--- src/rtl/eeprom_rd_pkg.sv ---
package eeprom_rd_pkg;

  typedef enum logic [2:0] {
    ST_IDLE, ST_OWN, ST_SEL, ST_XFER, ST_DESEL, ST_DROP
  } seq_st_t;

  typedef enum logic [1:0] {
    PH_CMD, PH_ADDR, PH_DATA
  } frame_ph_t;

  typedef enum logic [1:0] {
    BS_IDLE, BS_LOW, BS_HIGH
  } bit_st_t;

  localparam logic [1:0] ERR_NONE  = 2'd0;
  localparam logic [1:0] ERR_NODEV = 2'd1;
  localparam logic [1:0] ERR_RANGE = 2'd2;

  localparam logic [7:0] CMD_READ = 8'h03;

endpackage

--- src/rtl/eeprom_half_timer.sv ---
module eeprom_half_timer #(
  parameter int HALF_DIV = 2
) (
  input  logic clk,
  input  logic rst,
  input  logic en,
  output logic tick
);
  localparam int CW = (HALF_DIV > 1) ? $clog2(HALF_DIV) : 1;

  logic [CW-1:0] cnt;

  assign tick = en && (cnt == CW'(HALF_DIV - 1));

  always_ff @(posedge clk) begin
    if (rst || !en) begin
      cnt <= '0;
    end else if (tick) begin
      cnt <= '0;
    end else begin
      cnt <= cnt + 1'b1;
    end
  end
endmodule

--- src/rtl/eeprom_bit_shifter.sv ---
module eeprom_bit_shifter
  import eeprom_rd_pkg::*;
#(
  parameter int HALF_DIV = 2,
  parameter int BYTE_W   = 8
) (
  input  logic              clk,
  input  logic              rst,
  input  logic              go,
  input  logic [BYTE_W-1:0] tx_byte,
  input  logic              miso,
  output logic              sck,
  output logic              mosi,
  output logic [BYTE_W-1:0] rx_byte,
  output logic              byte_done
);
  localparam int IW = (BYTE_W > 1) ? $clog2(BYTE_W) : 1;

  bit_st_t           st;
  logic [BYTE_W-1:0] tx_sh;
  logic [IW-1:0]     bit_idx;
  logic              tick;

  eeprom_half_timer #(.HALF_DIV(HALF_DIV)) u_tmr (
    .clk  (clk),
    .rst  (rst),
    .en   (st != BS_IDLE),
    .tick (tick)
  );

  always_ff @(posedge clk) begin
    if (rst) begin
      st        <= BS_IDLE;
      tx_sh     <= '0;
      rx_byte   <= '0;
      bit_idx   <= '0;
      sck       <= 1'b0;
      mosi      <= 1'b0;
      byte_done <= 1'b0;
    end else begin
      byte_done <= 1'b0;
      unique case (st)
        BS_IDLE: begin
          if (go) begin
            tx_sh   <= tx_byte;
            mosi    <= tx_byte[BYTE_W-1];
            bit_idx <= '0;
            st      <= BS_LOW;
          end
        end
        BS_LOW: begin
          if (tick) begin
            sck <= 1'b1;
            st  <= BS_HIGH;
          end
        end
        BS_HIGH: begin
          if (tick) begin
            rx_byte <= {rx_byte[BYTE_W-2:0], miso};
            sck     <= 1'b0;
            if (bit_idx == IW'(BYTE_W - 1)) begin
              byte_done <= 1'b1;
              st        <= BS_IDLE;
            end else begin
              bit_idx <= bit_idx + 1'b1;
              tx_sh   <= tx_sh << 1;
              mosi    <= tx_sh[BYTE_W-2];
              st      <= BS_LOW;
            end
          end
        end
        default: st <= BS_IDLE;
      endcase
    end
  end
endmodule

--- src/rtl/eeprom_rd_seq.sv ---
module eeprom_rd_seq
  import eeprom_rd_pkg::*;
#(
  parameter int ADDR_W   = 16,
  parameter int CNT_W    = 8,
  parameter int BASE_W   = 32,
  parameter int HALF_DIV = 2
) (
  input  logic              clk,
  input  logic              rst,
  input  logic              start,
  input  logic [ADDR_W-1:0] req_offset,
  input  logic [CNT_W-1:0]  req_count,
  input  logic [BASE_W-1:0] base_offset,
  input  logic              dev_present,
  input  logic              dev_absent,
  output logic              busy,
  output logic [7:0]        rd_data,
  output logic              rd_valid,
  output logic              done,
  output logic [1:0]        err_code,
  output logic              bus_own,
  output logic              sel_n,
  output logic              ser_clk,
  output logic              ser_out,
  input  logic              ser_in
);
  localparam int BYTE_W     = 8;
  localparam int ADDR_BYTES = ADDR_W / BYTE_W;
  localparam int AB_W       = $clog2(ADDR_BYTES + 1);
  localparam logic [BASE_W-1:0] MAX_BASE = BASE_W'((64'd1 << ADDR_W) - 64'd1);

  seq_st_t           st;
  frame_ph_t         ph;
  logic [ADDR_W-1:0] addr_sh;
  logic [CNT_W-1:0]  left_q;
  logic [AB_W-1:0]   ab_left;
  logic              sh_go;
  logic [BYTE_W-1:0] sh_tx;
  logic [BYTE_W-1:0] sh_rx;
  logic              sh_done;
  logic              step_tick;
  logic              step_en;

  assign step_en = (st == ST_OWN) || (st == ST_SEL) ||
                   (st == ST_DESEL) || (st == ST_DROP);

  eeprom_half_timer #(.HALF_DIV(HALF_DIV)) u_step (
    .clk  (clk),
    .rst  (rst),
    .en   (step_en),
    .tick (step_tick)
  );

  eeprom_bit_shifter #(.HALF_DIV(HALF_DIV), .BYTE_W(BYTE_W)) u_shift (
    .clk       (clk),
    .rst       (rst),
    .go        (sh_go),
    .tx_byte   (sh_tx),
    .miso      (ser_in),
    .sck       (ser_clk),
    .mosi      (ser_out),
    .rx_byte   (sh_rx),
    .byte_done (sh_done)
  );

  always_ff @(posedge clk) begin
    if (rst) begin
      st       <= ST_IDLE;
      ph       <= PH_CMD;
      addr_sh  <= '0;
      left_q   <= '0;
      ab_left  <= '0;
      sh_go    <= 1'b0;
      sh_tx    <= '0;
      busy     <= 1'b0;
      done     <= 1'b0;
      err_code <= ERR_NONE;
      rd_valid <= 1'b0;
      rd_data  <= '0;
      bus_own  <= 1'b0;
      sel_n    <= 1'b1;
    end else begin
      done     <= 1'b0;
      rd_valid <= 1'b0;
      sh_go    <= 1'b0;
      unique case (st)
        ST_IDLE: begin
          if (start) begin
            if (!dev_present || dev_absent) begin
              err_code <= ERR_NODEV;
              done     <= 1'b1;
            end else if (base_offset > MAX_BASE) begin
              err_code <= ERR_RANGE;
              done     <= 1'b1;
            end else begin
              err_code <= ERR_NONE;
              addr_sh  <= req_offset + base_offset[ADDR_W-1:0];
              left_q   <= req_count;
              busy     <= 1'b1;
              bus_own  <= 1'b1;
              st       <= ST_OWN;
            end
          end
        end
        ST_OWN: begin
          if (step_tick) begin
            sel_n <= 1'b0;
            st    <= ST_SEL;
          end
        end
        ST_SEL: begin
          if (step_tick) begin
            sh_go <= 1'b1;
            sh_tx <= CMD_READ;
            ph    <= PH_CMD;
            st    <= ST_XFER;
          end
        end
        ST_XFER: begin
          if (sh_done) begin
            unique case (ph)
              PH_CMD: begin
                sh_go   <= 1'b1;
                sh_tx   <= addr_sh[ADDR_W-1 -: BYTE_W];
                addr_sh <= addr_sh << BYTE_W;
                ab_left <= AB_W'(ADDR_BYTES - 1);
                ph      <= PH_ADDR;
              end
              PH_ADDR: begin
                if (ab_left != '0) begin
                  sh_go   <= 1'b1;
                  sh_tx   <= addr_sh[ADDR_W-1 -: BYTE_W];
                  addr_sh <= addr_sh << BYTE_W;
                  ab_left <= ab_left - 1'b1;
                end else if (left_q == '0) begin
                  sel_n <= 1'b1;
                  st    <= ST_DESEL;
                end else begin
                  sh_go <= 1'b1;
                  sh_tx <= '0;
                  ph    <= PH_DATA;
                end
              end
              default: begin
                rd_data  <= sh_rx;
                rd_valid <= 1'b1;
                left_q   <= left_q - 1'b1;
                if (left_q == CNT_W'(1)) begin
                  sel_n <= 1'b1;
                  st    <= ST_DESEL;
                end else begin
                  sh_go <= 1'b1;
                  sh_tx <= '0;
                end
              end
            endcase
          end
        end
        ST_DESEL: begin
          if (step_tick) begin
            bus_own <= 1'b0;
            st      <= ST_DROP;
          end
        end
        ST_DROP: begin
          if (step_tick) begin
            busy <= 1'b0;
            done <= 1'b1;
            st   <= ST_IDLE;
          end
        end
        default: st <= ST_IDLE;
      endcase
    end
  end
endmodule

--- config.mk ---
export PLATFORM = sky130hd
export DESIGN_NAME = eeprom_rd_seq
export DESIGN_NICKNAME = d
export VERILOG_FILES = /design/src/rtl/eeprom_rd_pkg.sv /design/src/rtl/eeprom_half_timer.sv /design/src/rtl/eeprom_bit_shifter.sv /design/src/rtl/eeprom_rd_seq.sv
export SDC_FILE = /design/constraint.sdc
export NUM_CORES = 1
export LEC_CHECK = 0
export BUFFER_PORTS_ARGS = -buffer_cell sky130_fd_sc_hd__clkbuf_2
export CORE_MARGIN = 3
export CORE_UTILIZATION = 30
export CTS_BUF_LIST = sky130_fd_sc_hd__clkbuf_4 sky130_fd_sc_hd__clkbuf_8
export DETAILED_ROUTE_END_ITERATION = 7
export PLACE_DENSITY = 0.5
export SETUP_SLACK_MARGIN = 0.15
export SLEW_MARGIN = 20
export SYNTH_ARGS = -nofsm -noshare
export SYNTH_HDL_FRONTEND = slang
export SYNTH_SLANG_ARGS = --single-unit
--- constraint.sdc ---
create_clock -name clk -period 6 [get_ports clk]
set_clock_uncertainty 0.2 [all_clocks]
set_input_delay 0.3 -clock clk [delete_from_list [all_inputs] [get_ports clk]]
set_output_delay 0.3 -clock clk [all_outputs]
set_load 0.005 [all_outputs]
==> results_dict.tcl, run 1 <==
set metrics [dict create \
    synth.net_count 622 \
    critPathMostFrequentCell "o21ai_1" \
    tns_ps 0 \
    slew_violations 0 \
    postRouteAntennaNets 0 \
    cts.sinks 80 \
    drt_iter0_markers 243 \
    synth_area_sq_um 4277 \
    antenna_found_initial 0 \
    viasPerCell 5.081 \
    max_slew.worst_pin.slew_ps 1023 \
    setup_viol 0 \
    layout-drive-gt1-share_pct 17.74 \
    power.density_nw_per_um2 207.1 \
    row_count 42 \
    startpoint_type "register" \
    cp.required_ps 6060 \
    die-area_sq_um 15720 \
    die_y_um 125.4 \
    slew_headroom_pct 31.60 \
    die_w_um 125.4 \
    endpoint_kind "register" \
    cts_root_buf "clkbuf_8" \
    grt_pass1_wl_mm 18.10 \
    async_flop_share_pct 0 \
    stdcell_area_sq_um 4940 \
    post_dp_cell_area_sq_um 4753 \
    min_period_ps 2910 \
    syn_avg_cell_area_sq_um 7.934 \
    drt-wirelength-per-cell_um 13.48 \
    synth_seq_cells 80 \
    seqCellArea_sq_um 1602 \
    clock_latency_ps 350 \
    clk_pin_slew_ps 90 \
    final_common_cell "nand2_1" \
    routed-via-count 3958 \
    holdCritPathClass "input port to register" \
    nets 682 \
    routed_wl_mm 10.50 \
    grt_usage_pct 13.52 \
    rsz0062_at_grt "no" \
    grt-ovfl-total 0 \
    yosys_warnings 0 \
    status "finished clean" \
    synth_edf_count 0 \
    coreArea_sq_um 13610 \
    start_util_pct 31.42 \
    p_leak_uw 0.001894 \
    ir_drop_uv 92.43 \
    grt_max_degree 69 \
    worstPathArrival_ps 2970 \
    ys_types 66 \
    max_freq_mhz 343.6 \
    criticalPathCategory "register to register" \
    pin_count 79 \
    multi_input_area_sq_um 2489 \
    drv_cap 0 \
    post-cts-setup-buffers 0 \
    final_cell_mix "nand2_1 (93), dfxtp_1 (80), clkbuf_2 (78)" \
    htreeDepth 3 \
    clockBufferDepth 2 \
    globalplace.congestion 0.8111 \
    cts_tree "done" \
    grt_pass1_vias 3907 \
    num_antenna_cells 0 \
    nFillCells 1451 \
    max_stage_delay_ps 740 \
    dp_hpwl_mm 7.628 \
    final-hold-violation-count 0 \
    yosysSeqAreaShare_pct 37.45 \
    fin_crit_sh_pct 48.50 \
    yosys_most_used_dff "dfxtp_1" \
    synthCells 539 \
    portBuffers 78 \
    cts_buffers 9 \
    worst-path-max-fanout 22 \
    drc 0 \
    worstPathCellList "and3b_1 > nand3_2 > o21ai_1 > o21ai_1 > a221oi_1" \
    worst_path_max_delay_cell "and3b_1" \
    total_power_uw 1023 \
    drtPass1Iterations 4 \
    area_delta_synth_final_pct 15.51 \
]
state kept, by name, summed over array words and instances, names as in the netlist:
name / cells
u_shift.bit_idx: 3
st: 3
u_shift.mosi: 1
bus_own: 1
u_shift.sck: 1
rd_data: 8
u_shift.tx_sh: 7
sh_go: 1
busy: 1
u_shift.rx_byte: 8
u_shift.st: 2
ab_left: 2
sh_tx: 8
ph: 2
u_step.cnt: 1
sel_n: 1
rd_valid: 1
u_shift.u_tmr.cnt: 1
u_shift.byte_done: 1
err_code: 2
left_q: 8
addr_sh: 16
done: 1
logic make-up after synthesis:
| group | share of synthesized area [%] |
|---|---|
| and+or+nand+nor | 25.22 |
| adders and majority gates | 6.320 |
| DFF | 37.45 |
| buffers and inverters | 4.359 |
| AOI/OAI and AO/OA | 23.73 |
| muxes | 0.4681 |
| xor gates and xnor gates | 2.458 |
metrics by stage:
step	hold slack, ps	util [%]	setup WS, ps	instances
6_report	81.57	36.29	3090	779
5_1_grt	88.25	36.29	2698	779
4_1_cts	80.39	36.29	3033	779
3_5_place_dp	245.8	34.92	3041	763
3_3_place_gp	239.3	34.92	3110	763
2_1_floorplan	227.9	-	3865	539
where the power goes:
part,total (uW),switching (uW),internal (uW),leakage [uW]
combinational,125,69.3,56.2,0.00116
clock,365,190,174,0.0000917
sequential,533,1.02,532,0.000645
total,1020,261,763,0.00189
synthesized netlist by cell type, drive strengths merged (7+ instances only):
cell type,count,area share (%)
nand3,20,2.5
ha,20,5.9
inv,11,0.97
a22oi,7,1.2
nor3,10,1.2
a211oi,7,1.5
nor2,39,3.7
a21oi,63,7.4
nor2b,7,1.0
nand4,8,1.2
clkbuf,17,1.5
a311oi,8,1.6
o21ai,39,4.7
nand2,93,8.2
buf,14,1.8
dfxtp,80,37
nand2b,11,1.6
routing by layer:
layer / global-route usage (%) / up-vias / share of wire [%]
li1: - / 2055 / -
met1: 18.24 / 1800 / 50
met2: 21.70 / 97 / 44
met3: 2.985 / 6 / 4.2
met4: 4.082 / 0 / 1.2
met5: 0 / - / 0
timing repair:
item	CTS	global route
hold buffers	1	0
endpoints found under the hold margin	1	0
resized for setup	0	0
worst max-delay path: cells and delay by family, from the launching register on:
| family | cells | cell delay (ps) |
|---|---|---|
| AO/OA/AOI/OAI | 3 | 930 |
| flip-flops | 1 | 640 |
| AND/OR/NAND/NOR | 2 | 1060 |
final cells by class:
type,count,share of cell area [%]
well taps,176,4.458
inverters,12,0.9119
multi-input cells,416,50.38
clock inverters,3,0.3546
clock buffers,12,3.217
flip-flops and latches,80,32.42
repair buffers,80,8.257
path summary, 6_finish.rpt:
kind	slack (ps)	start	cells after the start	to
worst max-delay path	3090	st[0]	5	left_q[0]
worst min register to register	260	addr_sh[6]	2	addr_sh[6]
worst max register to register	3090	st[0]	5	left_q[0]
worst min-delay path	80	req_count[6]	5	left_q[6]
(Power assumes the default switching activity.)
==> run 2, diff against run 1 <==
clock period = 2.98 ns   (was 6 ns; I/O delays follow)
==> run 2 against run 1 <==
Against the previous run:
- cell area up 3.3%
- sequential share of layout area down 1.0 points
- total power up 110%
- die area unchanged
- cell count up 1.8%
- utilization up 1.2 points
- maximum frequency up 21%
- wire length down 0.45%
- clock power up 130%
- worst hold slack worse by 46 ps
- critical path type unchanged
- critical endpoint is now addr_sh[13]
==> results_dict.tcl, run 2 (same netlist as run 1, synthesis figures left out) <==
set metrics [dict create \
    status "finished clean" \
    ir_drop_uv 175.3 \
    wl_met3_um 496 \
    area_delta_synth_final_pct 19.28 \
    cts_root_buf "clkbuf_8" \
    pre_cts_ws_ps 610.2 \
    postRouteAntennaNets 0 \
    die_y_um 125.4 \
    worstPathArrival_ps 2450 \
    final-hold-violation-count 0 \
    startpoint_type "register" \
    globalplace.congestion 0.8201 \
    final_common_cell "nand2_1" \
    topRoutingLayerUsed "met4" \
    fin_cells 793 \
    row_count 42 \
    wl_met1_mm 5.287 \
    start_util_pct 31.42 \
    holdCritPathClass "input port to register" \
    drtPass1Iterations 6 \
    drv_cap 0 \
    cts.sinks 80 \
    antenna_found_initial 0 \
    drt_iter0_markers 264 \
    dp_hpwl_mm 7.514 \
    post-cts-setup-buffers 0 \
    cts_resized 0 \
    final_cell_mix "nand2_1 (93), dfxtp_1 (80), clkbuf_2 (78)" \
    dp_cells 766 \
    largest_register "addr_sh" \
    coreArea_sq_um 13610 \
    nFillCells 1448 \
    worst-path-max-fanout 16 \
    die-area_sq_um 15720 \
    clockBufferDepth 2 \
    largest_reg_flops 16 \
    routed_wl_mm 10.45 \
    clock_latency_ps 350 \
    p_leak_uw 0.001967 \
    clk_pin_slew_ps 90 \
    grt_max_degree 68 \
    grt-ovfl-total 0 \
    criticalPathCategory "register to register" \
    slew_violations 0 \
    power.density_nw_per_um2 428.8 \
    grt_pass1_vias 3892 \
    die_w_um 125.4 \
    max_freq_mhz 416.8 \
    nets 695 \
    num_antenna_cells 0 \
    viasPerCell 5.019 \
    cts_buffers 9 \
    grt_usage_pct 13.63 \
    portBuffers 78 \
    slew_headroom_pct 51.25 \
    routed-via-count 3980 \
    min_period_ps 2399 \
    setup_ws_ps 580.9 \
    cp.required_ps 3030 \
    htreeDepth 3 \
    setup_viol 0 \
    cts_tree "done" \
    fin_crit_sh_pct 80.51 \
    endpoint_kind "register" \
    drt-wirelength-per-cell_um 13.18 \
    hold_ws_ps 35.27 \
    wl_met2_mm 4.566 \
    tns_ps 0 \
    grt_pass1_wl_mm 18.36 \
    rsz0062_at_grt "no" \
    drc 0 \
    max_slew.worst_pin.slew_ps 731.3 \
    layout-drive-gt1-share_pct 17.99 \
    fin_util_pct 37.48 \
    pin_count 79 \
]
[run 2: layout make-up]
cell class              count  area, sq um  area share, %
clock buffers              11        151.4          2.968
inverters                  12        45.04         0.8830
repair buffers             93        530.5          10.40
multi-input cells         416         2489          48.79
flip-flops and latches     80         1602          31.40
well taps                 176        220.2          4.317
clock inverters             5        63.81          1.251
[run 2: what timing repair did]
action	CTS	global route
setup endpoints to repair	0	0
endpoints found under the hold margin	10	0
hold buffers	11	0
[run 2: worst max-delay path, stage by stage (launching register included)]
cell and delay (ps):
dfxtp_1 600, nor2b_1 400, nand4_1 290, o21ai_2 380, o21ai_1 140, a221oi_1 300
[run 2: path summary, 6_finish.rpt]
| path | from | endpoint | slack, ps | cells past startpoint |
|---|---|---|---|---|
| setup / recovery | st[1] | addr_sh[13] | 580 | 5 |
| hold / removal | dev_present | done | 40 | 4 |
| setup reg to reg | st[1] | addr_sh[13] | 580 | 5 |
| hold reg to reg | addr_sh[11] | sh_tx[3] | 250 | 2 |
[run 2: routing by layer]
layer / GRT usage (%) / up-vias
met4: 3.635 / 0
met3: 2.559 / 10
met5: 0 / -
met1: 19.50 / 1787
met2: 21.10 / 97
li1: - / 2086
[run 2: per-stage QoR]
stage	cell area [sq um]	power, uW
global route	5101	2299
CTS	5101	2222
finish	5101	2188
global placement	4776	1352
floorplan	4277	1264
detailed placement	4776	1352
[run 2: power by group]
part	leakage (uW)	total [uW]	switching (uW)	internal [uW]
Clock	0.000106	851	412	439
Combinational	0.00122	263	141	122
Sequential	0.000645	1070	2.36	1070
==> run 3, diff against run 2 <==
ABC_AREA = 1   (was unset)
PLACE_DENSITY = 0.52   (was 0.5)
clock period = 2.1 ns   (was 2.98 ns; I/O delays follow)
==> run 3 against run 2 <==
Against the previous run:
- sequential share of layout area down 3.2 points
- cell area is 12% higher
- count of clock-buffer cells in the layout shrank 1
- maximum frequency rose by 29%
- clock power rose by 48%
- critical endpoint is now addr_sh[11]
- largest power group unchanged
==> results_dict.tcl, run 3 <==
set metrics [dict create \
    endpoint_kind "register" \
    grt-ovfl-total 0 \
    num_antenna_cells 0 \
    holdCritPathClass "input port to register" \
    nets 885 \
    yosys_warnings 0 \
    slew_violations 0 \
    rsz0062_at_grt "yes" \
    min_period_ps 1855 \
    postRouteAntennaNets 0 \
    slew_headroom_pct 63.01 \
    fin_crit_sh_pct 88.33 \
    pin_count 79 \
    clockBufferDepth 2 \
    viasPerCell 4.597 \
    synthCells 695 \
    synthTopCellsByArea "dfxtp_1 (35%), nand2_1 (14%), nor2_1 (8.2%)" \
    die-area_sq_um 16680 \
    cts_root_buf "clkbuf_8" \
    grt_max_degree 38 \
    die_y_um 129.2 \
    layout-drive-gt1-share_pct 20.32 \
    tns_ps 0 \
    synth_area_sq_um 4551 \
    synth_seq_cells 80 \
    portBuffers 78 \
    ir_drop_uv 271.7 \
    worstPathArrival_ps 1870 \
    r2r_cells 10 \
    routed-via-count 4556 \
    drc 0 \
    clk_pin_slew_ps 80 \
    max_freq_mhz 539.1 \
    final_cell_mix "nand2_1 (168), nor2_1 (98), clkbuf_2 (78)" \
    area_delta_synth_final_pct 25.54 \
    syn_avg_cell_area_sq_um 6.548 \
    drt-wirelength-per-cell_um 11.36 \
    start_util_pct 30.96 \
    htreeDepth 3 \
    row_count 44 \
    cts_tree "done" \
    max_slew.worst_pin.slew_ps 549.0 \
    cts.sinks 80 \
    largest_reg_flops 16 \
    yosysSeqAreaShare_pct 35.19 \
    clock_latency_ps 350 \
    whs_path_depth 5 \
    antenna_found_initial 0 \
    yosys.cell_count.top_type "nand2_1" \
    criticalPathCategory "register to register" \
    drt_iter0_markers 297 \
    grt_pass1_wl_mm 18.99 \
    worst-path-max-fanout 10 \
    yosys-top-cells-count "nand2_1 (170), nor2_1 (100), dfxtp_1 (80)" \
    yosysTopAreaCell "dfxtp_1" \
    grt_usage_pct 13.57 \
    synth.net_count 778 \
    final-hold-violation-count 0 \
    total_power_uw 3173 \
    startpoint_type "register" \
    yosys_most_used_dff "dfxtp_1" \
    drtPass1Iterations 4 \
    async_flop_share_pct 0 \
    status "finished clean" \
    ys_types 37 \
    drv_cap 0 \
    routed_wl_mm 11.26 \
    globalplace.congestion 0.7846 \
    synth_edf_count 0 \
    cts_buffers 9 \
    final_common_cell "nand2_1" \
    largest_register "addr_sh" \
    die_w_um 129.2 \
    dp_hpwl_mm 8.180 \
    grt_pass1_vias 4314 \
    coreArea_sq_um 14700 \
    cp.required_ps 2120 \
    power.density_nw_per_um2 555.4 \
    setup_viol 0 \
    p_leak_uw 0.002773 \
    synth_top_area_share_pct 35.19 \
]
-- run 3: cell types whose count changed after synthesis, sizes merged, moves of 8 or more --
cell    before  now
a311oi       8    0
inv         11   80
nand2       93  176
nand2b      11    0
nand3       20   40
nor2        39  108
o21ai       39   62
-- run 3: logic make-up after synthesis --
family | after synthesis | share of synthesized area (%)
AO/OA/AOI/OAI | 141 | 16.61
XOR/XNOR | 5 | 0.9625
adder cells (fa/ha/maj) | 21 | 5.939
buffers and inverters | 102 | 9.238
flip-flops | 80 | 35.19
AND/OR/NAND/NOR | 346 | 32.06
-- run 3: metal layers --
| metal | vias up | routed length, um | track usage (%) |
|---|---|---|---|
| li1 | 2472 | - | - |
| met1 | 1982 | 5859 | 18.82 |
| met2 | 98 | 4832 | 21.62 |
| met3 | 4 | 492 | 2.350 |
| met4 | 0 | 74 | 4.077 |
| met5 | - | 0 | 0 |
-- run 3: area by class of cell --
cell class	count	area [sq um]
clock inverters	6	93.84
inverters	81	309.0
flip-flops and latches	80	1609
multi-input cells	516	2606
clock buffers	10	131.4
fillers	1573	8986
repair buffers	114	733.2
well taps	184	230.2
-- run 3: worst max-delay path, cell delays in order (launching register included) --
cell and delay, ps:
dfxtp_1 330, inv_1 50, ha_2 190, nand2_2 70, nor2_1 60, o21ai_2 170
nand4_1 180, buf_4 210, clkbuf_16 160, nand2_1 60, a21oi_1 60
-- run 3: final timing paths --
kind,startpoint,end,slack (ps)
max,ab_left[1],addr_sh[11],250
min,dev_present,err_code[1],10
max reg2reg,ab_left[1],addr_sh[11],250
min reg2reg,ab_left[0],ab_left[0],250
-- run 3: what timing repair did --
action / CTS / global route
cloned: 0 / 4
gates resized for setup: 2 / 26
pin swaps: 1 / 8
hold buffers: 12 / 0
buffers inserted: 3 / 5
endpoints found under the setup margin: 9 / 38
hold endpoints to repair: 13 / 0
-- run 3: power by group --
part | total [uW] | leakage (uW) | internal (uW) | switching, uW
logic | 392 | 0.00202 | 172 | 221
clock network | 1260 | 0.000110 | 689 | 573
registers | 1520 | 0.000647 | 1520 | 1.43
total | 3170 | 0.00277 | 2380 | 795
-- run 3: through the flow --
stage	std cells	instance area, sq um	worst slack, ps	utilization [%]	hold WS (ps)
2_1_floorplan	695	4551	361.5	-	39.90
3_3_place_gp	951	5180	123.9	35.24	157.6
3_5_place_dp	951	5180	102.4	35.24	155.6
4_1_cts	982	5568	153.2	37.88	6.142
5_1_grt	991	5713	111.3	38.87	58.57
6_report	991	5713	245.0	38.87	12.71
